`src/rtl/ebp_pkg.sv`:
```
package ebp_pkg;
  typedef enum logic [1:0] {
    KIND_JUMP  = 2'd0,
    KIND_CALL  = 2'd1,
    KIND_RET   = 2'd2,
    KIND_LEAVE = 2'd3
  } xfer_kind_t;
endpackage

```
`src/rtl/ebp_table.sv`:
```
module ebp_table #(
  parameter int AW = 16,
  parameter int OW = 10,
  parameter int LW = 8,
  parameter int IW = 6,
  parameter int TW = 6
) (
  input  logic          clk,
  input  logic          rst,
  input  logic          wr_en,
  input  logic [AW-1:0] wr_addr,
  input  logic [OW-1:0] wr_ofs,
  input  logic [LW-1:0] wr_link,
  input  logic [1:0]    wr_kind,
  input  logic [AW-1:0] rd_addr,
  output logic          rd_hit,
  output logic [OW-1:0] rd_ofs,
  output logic [LW-1:0] rd_link,
  output logic [1:0]    rd_kind
);
  localparam int SLOTS = 1 << IW;
  localparam int NCH   = (AW + IW - 1) / IW;
  localparam int PADW  = NCH * IW;

  function automatic logic [IW-1:0] slot_of(input logic [AW-1:0] a);
    logic [PADW-1:0] p;
    logic [IW-1:0]   s;
    p = '0;
    p[AW-1:0] = a;
    s = '0;
    for (int i = 0; i < NCH; i++) s = s ^ p[i*IW +: IW];
    return s;
  endfunction

  function automatic logic [TW-1:0] tag_of(input logic [AW-1:0] a);
    return a[IW +: TW];
  endfunction

  logic [SLOTS-1:0] valid_q;
  logic [TW-1:0]    tag_mem  [SLOTS];
  logic [OW-1:0]    ofs_mem  [SLOTS];
  logic [LW-1:0]    link_mem [SLOTS];
  logic [1:0]       kind_mem [SLOTS];

  logic [IW-1:0] wr_slot, rd_slot;
  assign wr_slot = slot_of(wr_addr);
  assign rd_slot = slot_of(rd_addr);

  always_ff @(posedge clk) begin
    if (rst) valid_q <= '0;
    else if (wr_en) valid_q[wr_slot] <= 1'b1;
  end

  always_ff @(posedge clk) begin
    if (wr_en) begin
      tag_mem[wr_slot]  <= tag_of(wr_addr);
      ofs_mem[wr_slot]  <= wr_ofs;
      link_mem[wr_slot] <= wr_link;
      kind_mem[wr_slot] <= wr_kind;
    end
  end

  always_comb begin
    rd_hit  = valid_q[rd_slot] && (tag_mem[rd_slot] == tag_of(rd_addr));
    rd_ofs  = ofs_mem[rd_slot];
    rd_link = link_mem[rd_slot];
    rd_kind = kind_mem[rd_slot];
  end

  AST_WRITE_VISIBLE: assert property (@(posedge clk) disable iff (rst)
    ($past(wr_en) && !$past(rst) && rd_addr == $past(wr_addr)) |-> rd_hit);
endmodule

```
`src/rtl/ebp_ret_stack.sv`:
```
module ebp_ret_stack #(
  parameter int AW    = 16,
  parameter int DEPTH = 8
) (
  input  logic          clk,
  input  logic          rst,
  input  logic          push,
  input  logic [AW-1:0] push_addr,
  input  logic          pop,
  output logic [AW-1:0] top_addr,
  output logic          empty
);
  localparam int PW = (DEPTH > 1) ? $clog2(DEPTH) : 1;
  localparam int CW = $clog2(DEPTH + 1);
  localparam logic [PW-1:0] LAST = PW'(DEPTH - 1);
  localparam logic [CW-1:0] FULL = CW'(DEPTH);

  logic [AW-1:0] mem [DEPTH];
  logic [PW-1:0] wp_q;
  logic [CW-1:0] cnt_q;
  logic [PW-1:0] tp;

  function automatic logic [PW-1:0] nxt(input logic [PW-1:0] p);
    return (p == LAST) ? '0 : p + 1'b1;
  endfunction
  function automatic logic [PW-1:0] prv(input logic [PW-1:0] p);
    return (p == '0) ? LAST : p - 1'b1;
  endfunction

  assign tp       = prv(wp_q);
  assign top_addr = mem[tp];
  assign empty    = (cnt_q == '0);

  always_ff @(posedge clk) begin
    if (push) mem[wp_q] <= push_addr;
  end

  always_ff @(posedge clk) begin
    if (rst) begin
      wp_q  <= '0;
      cnt_q <= '0;
    end else if (push) begin
      wp_q <= nxt(wp_q);
      if (cnt_q != FULL) cnt_q <= cnt_q + 1'b1;
    end else if (pop) begin
      wp_q  <= tp;
      cnt_q <= cnt_q - 1'b1;
    end
  end

  AST_DEPTH_BOUND:  assert property (@(posedge clk) disable iff (rst) cnt_q <= FULL);
  AST_POP_NONEMPTY: assert property (@(posedge clk) disable iff (rst) pop |-> !empty);
  AST_PUSH_POP_EXCL: assert property (@(posedge clk) disable iff (rst) !(push && pop));
endmodule

```
`src/rtl/ebp_stall_timer.sv`:
```
module ebp_stall_timer #(
  parameter int CYCLES = 5
) (
  input  logic clk,
  input  logic rst,
  input  logic load,
  output logic busy
);
  localparam int CW = $clog2(CYCLES + 1);
  logic [CW-1:0] cnt_q;

  always_ff @(posedge clk) begin
    if (rst)                cnt_q <= '0;
    else if (load)          cnt_q <= CW'(CYCLES);
    else if (cnt_q != '0)   cnt_q <= cnt_q - 1'b1;
  end

  assign busy = (cnt_q != '0);

  AST_STALL_COUNTDOWN: assert property (@(posedge clk) disable iff (rst)
    (busy && !load) |=> (cnt_q == $past(cnt_q) - 1'b1));
endmodule

```
`src/rtl/ebb_exit_predictor.sv`:
```
module ebb_exit_predictor #(
  parameter int AW           = 16,
  parameter int OW           = 10,
  parameter int LW           = 8,
  parameter int IW           = 6,
  parameter int TW           = 6,
  parameter int RS_DEPTH     = 8,
  parameter int AHEAD        = 4,
  parameter int STALL_CYCLES = 5
) (
  input  logic          clk,
  input  logic          rst,
  input  logic          corr_valid,
  input  logic [AW-1:0] corr_addr,
  input  logic          fetch_ack,
  input  logic          upd_valid,
  input  logic [AW-1:0] upd_addr,
  input  logic [OW-1:0] upd_offset,
  input  logic [LW-1:0] upd_link,
  input  logic [1:0]    upd_kind,
  output logic          pred_valid,
  output logic [AW-1:0] pred_next,
  output logic [1:0]    pred_kind,
  output logic          no_pred,
  output logic          ret_err,
  output logic          stall
);
  import ebp_pkg::*;

  localparam int CW = $clog2(AHEAD + 1);
  localparam logic [CW-1:0] AHEAD_C  = CW'(AHEAD);
  localparam logic [OW-1:0] RET_MARK = {1'b1, {(OW-1){1'b0}}};

  logic [AW-1:0] cur_q;
  logic          live_q;
  logic [CW-1:0] out_q;

  logic          tb_hit;
  logic [OW-1:0] tb_ofs;
  logic [LW-1:0] tb_link;
  logic [1:0]    tb_kind;
  logic [AW-1:0] rs_top;
  logic          rs_empty;
  logic          stall_busy;

  logic          is_ret, can_step, uflow, step, rs_push, rs_pop, ack_dec;
  logic [AW-1:0] next_addr, link_addr, ofs_ext;

  ebp_table #(.AW(AW), .OW(OW), .LW(LW), .IW(IW), .TW(TW)) table_i (
    .clk(clk), .rst(rst),
    .wr_en(upd_valid), .wr_addr(upd_addr), .wr_ofs(upd_offset),
    .wr_link(upd_link), .wr_kind(upd_kind),
    .rd_addr(cur_q), .rd_hit(tb_hit), .rd_ofs(tb_ofs),
    .rd_link(tb_link), .rd_kind(tb_kind)
  );

  ebp_ret_stack #(.AW(AW), .DEPTH(RS_DEPTH)) stack_i (
    .clk(clk), .rst(rst),
    .push(rs_push), .push_addr(link_addr), .pop(rs_pop),
    .top_addr(rs_top), .empty(rs_empty)
  );

  ebp_stall_timer #(.CYCLES(STALL_CYCLES)) timer_i (
    .clk(clk), .rst(rst), .load(corr_valid), .busy(stall_busy)
  );

  always_comb begin
    ofs_ext   = {{(AW-OW){tb_ofs[OW-1]}}, tb_ofs};
    link_addr = cur_q + {{(AW-LW){1'b0}}, tb_link};
    is_ret    = tb_hit && (tb_ofs == RET_MARK);
    can_step  = live_q && !stall_busy && (out_q < AHEAD_C) && !corr_valid;
    uflow     = can_step && is_ret && rs_empty;
    step      = can_step && tb_hit && !uflow;
    next_addr = is_ret ? rs_top : cur_q + ofs_ext;
    rs_push   = step && !is_ret && (xfer_kind_t'(tb_kind) == KIND_CALL);
    rs_pop    = step && is_ret;
    ack_dec   = fetch_ack && (out_q != '0);
  end

  always_ff @(posedge clk) begin
    if (rst) begin
      cur_q      <= '0;
      live_q     <= 1'b0;
      out_q      <= '0;
      pred_valid <= 1'b0;
      pred_next  <= '0;
      pred_kind  <= '0;
      no_pred    <= 1'b0;
      ret_err    <= 1'b0;
    end else if (corr_valid) begin
      cur_q      <= corr_addr;
      live_q     <= 1'b1;
      out_q      <= '0;
      pred_valid <= 1'b0;
      no_pred    <= 1'b0;
      ret_err    <= 1'b0;
    end else begin
      pred_valid <= step;
      if (step) begin
        cur_q     <= next_addr;
        pred_next <= next_addr;
        pred_kind <= tb_kind;
      end
      out_q   <= out_q + CW'(step) - CW'(ack_dec);
      no_pred <= can_step && !tb_hit;
      ret_err <= uflow;
      if (uflow) live_q <= 1'b0;
    end
  end

  assign stall = stall_busy;

  AST_STALL_QUIET: assert property (@(posedge clk) disable iff (rst)
    stall |=> !pred_valid);
  AST_AHEAD_CAP: assert property (@(posedge clk) disable iff (rst)
    out_q <= AHEAD_C);
  AST_FULL_BLOCKS: assert property (@(posedge clk) disable iff (rst)
    (out_q == AHEAD_C) |=> !pred_valid);
  AST_CORR_FLUSH: assert property (@(posedge clk) disable iff (rst)
    corr_valid |=> (out_q == '0 && !pred_valid));
  AST_UFLOW_NO_PRED: assert property (@(posedge clk) disable iff (rst)
    ret_err |-> !pred_valid);
endmodule

```
`config.mk`:
```
export PLATFORM = sky130hd
export DESIGN_NAME = ebb_exit_predictor
export DESIGN_NICKNAME = d
export VERILOG_FILES = /design/src/rtl/ebp_pkg.sv /design/src/rtl/ebp_table.sv /design/src/rtl/ebp_ret_stack.sv /design/src/rtl/ebp_stall_timer.sv /design/src/rtl/ebb_exit_predictor.sv
export SDC_FILE = /design/constraint.sdc
export NUM_CORES = 2
export LEC_CHECK = 0
export ABC_AREA = 0
export BUFFER_PORTS_ARGS = -buffer_cell sky130_fd_sc_hd__buf_2
export CORE_UTILIZATION = 45
export DETAILED_ROUTE_END_ITERATION = 8
export PLACE_DENSITY = 0.62
export SYNTH_ARGS = -nofsm -noshare
export SYNTH_HDL_FRONTEND = slang
export SYNTH_SLANG_ARGS = --single-unit
export TNS_END_PERCENT = 20
```
`constraint.sdc`:
```
create_clock -name clk -period 6.6 [get_ports clk]
set_input_delay 0.66 -clock clk [delete_from_list [all_inputs] [get_ports clk]]
set_output_delay 0.66 -clock clk [all_outputs]
set_load 0.005 [all_outputs]
```
## Word-level counts from Yosys, hierarchy flattened

Memories as Yosys holds them, arrays and structs flattened.
Cells that the tools add are included.

| storage, ports and cells | value |
|---|---|
| memory bits (writable) | 1,792 |
| register bits after elaboration | 115 |
| memories kept | 5 |
| output and inout bits | 22 |
| bits of input ports | 57 |
| word-level logic and storage cells | 96 |

Memories:

| memory | words | bits a word | read ports | clocked after memory_dff | write ports | RTL line | source |
|---|---|---|---|---|---|---|---|
| table_i.ofs_mem | 64 | 10 | 1 | 0 | 1 | ebp_table.sv:41 | `logic [OW-1:0] ofs_mem [SLOTS];` |
| table_i.link_mem | 64 | 8 | 1 | 0 | 1 | ebp_table.sv:42 | `logic [LW-1:0] link_mem [SLOTS];` |
| table_i.tag_mem | 64 | 6 | 1 | 0 | 1 | ebp_table.sv:40 | `logic [TW-1:0] tag_mem [SLOTS];` |
| stack_i.mem | 8 | 16 | 1 | 0 | 1 | ebp_ret_stack.sv:18 | `logic [AW-1:0] mem [DEPTH];` |
| table_i.kind_mem | 64 | 2 | 1 | 0 | 1 | ebp_table.sv:43 | `logic [1:0] kind_mem [SLOTS];` |

| operators by class | value |
|---|---|
| eq/ne operators | 6 |
| bitwise operators | 6 |
| $lt $le $gt $ge | 4 |
| muxes and demuxes | 22 |
| reduce and logical (&&, ||, !) cells | 31 |
| add/sub/neg operators | 9 |

Operators with widths:

| kind | number |
|---|---|
| $or 64x64->64 | 1 |
| $mux 16 | 3 |
| $mux 3 | 6 |
| $add 16x16->16 | 1 |
| $add 16x8->16 | 1 |
| $logic_and 1x1->1 | 15 |
| $lt 6x7->1 const B | 2 |
| $mux 4 | 3 |
| $xor 6x4->6 | 2 |
| $xor 6x6->6 | 2 |
| $eq 10x10->1 const B | 1 |
| $mux 1 | 8 |
| $reduce_bool 2->1 | 4 |
| $bmux 1 s6 | 1 |
| $demux 1 s6 | 1 |
| $eq 6x6->1 | 1 |
| $ge 6x1->1 const B | 1 |
| $reduce_bool 3->1 | 2 |
| $sub 3x1->3 const B | 2 |
| $logic_not 1->1 | 5 |
| $add 4x1->4 const B | 1 |
| $logic_not 4->1 | 1 |
| $ne 4x4->1 const B | 1 |
| $reduce_and 2->1 | 2 |
| 11 further kinds | 11 |

## Longest topological paths before layout

| logic depth | value |
|---|---|
| word-level depth | 14 |
| depth in mapped cells | 27 |
| mapped depth without buffers | 21 |

## Cells and area by module

From an unflattened synthesis, not the netlist that was laid out.

| unflattened totals | value |
|---|---|
| cells, all modules | 4,313 |
| area total of the unflattened synthesis | 75,824.0 um^2 |

By module, submodules not included:

| module | area an instance (um^2) | times used | cells an instance | sequential area each (um^2) |
|---|---|---|---|---|
| ebp_table | 67,010.5 | 1 | 3,554 | 51,249.2 |
| ebp_ret_stack | 5,436.5 | 1 | 331 | 3,983.8 |
| ebb_exit_predictor | 3,206.8 | 1 | 410 | 820.8 |
| ebp_stall_timer | 170.2 | 1 | 18 | 60.1 |

## Worst setup path before layout

No wires, ideal clock.

| path | value |
|---|---|
| kind | register to register |
| from | reg cur_q[6] |
| to | mem stack_i.mem[0][13], data pin |
| arrival | 5.636 ns |
| stages on the path, launching flop included | 27 |
| data required time | 6.369 ns |
| library setup time | 0.231 ns |
| path slack | 0.733 ns |
| clock period less this slack | 5.867 ns |
| path buffers | 9 |
| cells stage by stage | dfxtp_1 > buf_4 > xor3_1 > buf_4 > buf_4 > buf_4 > buf_2 > buf_2 > buf_2 > buf_2 > buf_2 > mux4_2 > nand2_1 > nand3_1 > a311oi_1 > a21oi_1 > ha_1 > a21o_1 > a21oi_1 > o21bai_1 > a21oi_1 > o21bai_1 > a21oi_1 > nor2b_1 > o21ai_0 > nor2_1 > xnor2_1 |

| between the ends | value |
|---|---|
| word-level cells in the longest chain between the ends | 4 |

Ends and longest elaborated chain:

| element | RTL line | source |
|---|---|---|
| start: declaration | ebb_exit_predictor.sv:34 | `logic [AW-1:0] cur_q;` |
| start signal: assignment | ebb_exit_predictor.sv:91 | `cur_q <= corr_addr;` |
| start signal: assignment | ebb_exit_predictor.sv:100 | `cur_q <= next_addr;` |
| $xor 6x6->6 | ebp_table.sv:31 | `for (int i = 0; i < NCH; i++) s = s ^ p[i*IW +: IW];` |
| $xor 6x4->6 | ebp_table.sv:31 |  |
| $mem_v2 64x8 | n/a |  |
| $add 16x8->16 (*) | ebb_exit_predictor.sv:69 | `link_addr = cur_q + {{(AW-LW){1'b0}}, tb_link};` |
| via link_addr[13] | ebb_exit_predictor.sv:47 | `logic [AW-1:0] next_addr, link_addr, ofs_ext;` |
| end: declaration | ebp_ret_stack.sv:18 |  |

Mark *: on every way through the listed nets, which the timed path passes. The rest lies on a longest branch.

## Worst setup path in the final report

| path | value |
|---|---|
| from | reg cur_q[7] |
| to | mem stack_i.mem[4][13], data pin |

Same word-level chain as after synthesis.

==> run summary <==
CRITICAL PATH
--------------------------------------------------------------------------------------
CP Cell Sequence                                                          xor3_4 > buf_12 > buf_4 > mux4_2 > nand2_1 > nand3_1 > a311oi_1 > a21oi_1 > ha_1 > a21oi_1 > o21bai_1 > a21oi_1 > o21bai_1 > a21oi_1 > nor2b_1 > o21ai_0 > buf_4 > nor2_1 > xnor2_1
Delay of the slowest cell on the worst path                                    0.97 ns
Critical path capture point type                                              register
Setup slack of the worst register-to-register path                             0.37 ns
Startpoint kind of the worst setup timing path                                register
Worst Path Arrival                                                             6.78 ns
Most Frequent Cell on Critical Path                                       sky130_fd_sc_hd__a21oi_1
Kind of critical path                                                          reg2reg
Worst Path Max Fanout                                                               30
Crit path required time                                                        7.15 ns
Cells on worst reg2reg path                                                         19
Max stage delay cell, worst path                                          sky130_fd_sc_hd__a311oi_1

POWER
--------------------------------------------------------------------------------------
Sequential fraction of design power                                              47.8%
Internal power consumption                                                    0.0208 W
Fraction of power spent switching nets                                           26.7%
Proportion of power drawn by combinational gates                                 15.4%
Cell Pwr Density                                                            326 nW/um2
Proportion of power drawn by the clock network                                   36.9%
Worst supply voltage drop on vdd                                              0.240 mV
Switching power                                                              0.00756 W
Leakage power figure                                                           28.5 nW
Power after layout                                                            0.0284 W

DIE
--------------------------------------------------------------------------------------
Die width                                                                       414 um
Placement row count                                                                150
Top-level I/O count                                                                 79
Core Region                                                                 168000 um2
Die Y-Extent                                                                    414 um
Initial core utilization                                                         45.5%
Die area                                                                    171000 um2

SYNTH
--------------------------------------------------------------------------------------
Net count after synthesis                                                         4644
Fraction of registers with async set/reset                                          0%
Xor/xnor cell area share of the yosys netlist                                   0.862%
Post-Synthesis Cell Area                                                     76300 um2
Cell variety after synth                                                            78
Post-Syn Instances                                                                4550
Number of synthesized flops with an enable pin                                    1792
Post-synthesis register bit count                                                 1907
Combinational family with the most area after synthesis                   multiplexers
Post-synth top flop                                                       sky130_fd_sc_hd__edfxtp_1
Sequential area share after synthesis                                            73.5%
Simple-gate area share of the yosys netlist                                      7.56%
Number of warnings printed during yosys synthesis                                    0
Fraction of the mapped netlist area in compound gates                            4.10%
Avg Cell Area, Syn                                                            16.8 um2
Mux contribution to synthesized area                                             11.5%
Adder-cell share of the synthesized area                                        0.646%

PLACEMENT
--------------------------------------------------------------------------------------
Dpl hpwl                                                                        131 mm
Weighted congestion reported at the end of routability-driven placement          0.900
I/O Buffers                                                                         78

TIMING
--------------------------------------------------------------------------------------
Achievable Freq                                                                161 MHz
Slew of the pin with the lowest slew margin                                    1.25 ns
RSZ-0062 raised after global routing                                                no
Share of the clock period used by the worst path after layout                    94.4%
Slew margin rel.                                                                 16.7%
Final-layout setup total negative slack                                           0 ns
Clock Skew                                                                   0.0345 ns
Final setup vio count                                                                0
Post-layout min period                                                         6.23 ns
Number of max-slew violations in the final report                                    0
Final-report hold violation count                                                    0

GLOBAL ROUTE
--------------------------------------------------------------------------------------
Initial antenna violation count                                                      5
Combined global-route utilization of all metal layers                            25.8%
Vias in the first global route                                                   42400
Total global routing overflow                                                        0
Pin count of the biggest net entering global routing                                76
Global-route wire length before repair                                          313 mm

CLOCK NETWORK
--------------------------------------------------------------------------------------
Cts-stage hold buffer count                                                          0
Clock Tree Buf Depth                                                                 3
Post-CTS resize count                                                                0
CTS tree                                                                         built
Source-to-sink clock delay at the later pin of the worst-skew pair             0.84 ns
Clock slew at the register clock pins of the worst setup and hold paths        0.07 ns
CTS H-Tree Depth                                                                     4
Clk sinks                                                                         1907
Post-CTS Setup Bufs                                                                  0
Number of buffers added by the clock tree synthesis step                           192
Buffer type at the clock tree root                                        sky130_fd_sc_hd__clkbuf_16

MIN PATH
--------------------------------------------------------------------------------------
Hold Path Cell Cnt                                                                   3
Min-delay worst type                                                            in2reg

ROUTING
--------------------------------------------------------------------------------------
Average via count per standard cell                                               6.21
Via count of the routed design                                                   44500
Overall routed net length                                                       222 mm
Post-route antenna net violation count                                               0
Avg WL per Cell                                                                31.0 um
First DRT Iteration DRCs                                                          6723
Post-route DRC                                                                       0
Total iterations of the first detailed-routing run                                   6

FINAL LAYOUT
--------------------------------------------------------------------------------------
Area taken by flip-flops and latches                                         56100 um2
Combined area of the multi-input logic cells                                 19500 um2
Area added between synthesis and finish                                          13.9%
Fillers                                                                          13500
Number of nets in the layout                                                      4888
Layout cell share with drive strength beyond 1                                   19.5%
Fin util                                                                         51.8%

RUN STATUS
--------------------------------------------------------------------------------------
Status                                                                    finished clean

JOB
--------------------------------------------------------------------------------------
Number of max-cap violations                                                         0

-- per-stage QoR --
step	instances	hold slack, ns	instance area (um2)	setup WS, ns
floorplan	4550	0.441	76300	0.733
detailed placement	6804	0.445	80900	0.520
finish	7160	0.141	86900	0.372
global route	7158	0.113	86900	0.0748
CTS	7158	0.0862	86900	0.494
global placement	6804	0.442	80900	0.581
-- Yosys cell counts (all sizes together) (59+ instances only) --
cell | n | share of area (%)
edfxtp | 1792 | 71
o21a | 68 | 0.67
nand3 | 261 | 1.7
clkbuf | 115 | 0.57
and3 | 59 | 0.48
mux2i | 224 | 2.9
buf | 145 | 1.1
dfxtp | 115 | 3.0
mux4 | 283 | 8.4
nand2 | 673 | 3.3
nor2 | 152 | 0.75
a21oi | 69 | 0.45
-- registers in the layout, summed over array words and instances, names as in the netlist, 2 cells and up --
signal	count
table_i.ofs_mem	640
table_i.link_mem	512
table_i.tag_mem	384
stack_i.mem	128
table_i.kind_mem	128
table_i.valid_q	64
cur_q	16
pred_next	16
stack_i.cnt_q	4
out_q	3
stack_i.wp_q	3
timer_i.cnt_q	3
pred_kind	2
-- worst max-delay path: cells and delay by family (launching register included) --
kind,cells,cell delay (ns)
mux,1,0.35
buf+inv,3,0.83
simple gates,4,0.34
fa+ha+maj,1,0.40
xor+xnor,2,1.14
flops,1,0.63
compound gates,8,2.18
-- final cells by class --
type,count,area share (%)
clock buffer,236,5.77
sequential,1907,64.6
tap,2204,3.17
clock inverter,118,1.13
timing repair buffer,310,2.81
multi-input combinational,2352,22.4
antenna,2,0.00576
inverter,31,0.134
-- final timing paths --
kind,from,end
worst max-delay path,cur_q[7]$_SDFFE_PP0P_,stack_i.mem[4][13]$_DFFE_PP_
worst min-delay path,corr_addr[14],cur_q[14]$_SDFFE_PP0P_
worst max register to register,cur_q[7]$_SDFFE_PP0P_,stack_i.mem[4][13]$_DFFE_PP_
worst min register to register,pred_kind[0]$_SDFFE_PP0P_,pred_kind[0]$_SDFFE_PP0P_
-- cell usage in the layout (no fill, tap or decap), types with 33 or more instances in the layout --
cell type	Yosys	layout
sky130_fd_sc_hd__nand4_1	38	38
sky130_fd_sc_hd__dfxtp_1	115	115
sky130_fd_sc_hd__a22oi_1	33	33
sky130_fd_sc_hd__buf_4	22	207
sky130_fd_sc_hd__o21a_1	68	68
sky130_fd_sc_hd__xnor2_1	37	36
sky130_fd_sc_hd__nand2_1	673	673
sky130_fd_sc_hd__nor3_1	57	51
sky130_fd_sc_hd__clkbuf_1	114	42
sky130_fd_sc_hd__nor2_4	0	65
sky130_fd_sc_hd__nor2_1	152	86
sky130_fd_sc_hd__a21oi_1	69	69
sky130_fd_sc_hd__nand3_1	260	260
sky130_fd_sc_hd__mux2i_1	224	224
sky130_fd_sc_hd__clkbuf_16	0	194
sky130_fd_sc_hd__and3_1	59	59
sky130_fd_sc_hd__edfxtp_1	1792	1792
sky130_fd_sc_hd__a311oi_1	37	37
sky130_fd_sc_hd__a32oi_1	43	43
sky130_fd_sc_hd__clkinv_1	1	58
sky130_fd_sc_hd__ha_1	33	33
sky130_fd_sc_hd__buf_2	99	78
sky130_fd_sc_hd__mux4_2	283	283
-- power groups by stage --
stage	Combinational (W)	Sequential [W]	Clock, W
after global placement	0.00427	0.0138	0
final	0.00436	0.0135	0.0105
after global routing	0.00459	0.0136	0.0110
after detailed placement	0.00430	0.0138	0
after CTS	0.00431	0.0135	0.0106
after floorplan	0.00255	0.0138	0
-- kinds of logic after synthesis --
group                      Yosys count
and+or+nand+nor                   1308
xor gates and xnor gates            62
muxes                              524
AOI/OAI and AO/OA                  421
buffers and inverters              291
adders and majority gates           37
DFF                               1907
-- routing by layer --
metal  GRT usage, %  wire [um]  vias to the layer above
met4           7.22       5980                        2
met5              0         13                        -
met1           37.4      91700                    23200
met3           5.75      22600                      379
met2           39.4     101000                     2461
li1               -          -                    18400
(Power assumes the default switching activity.)
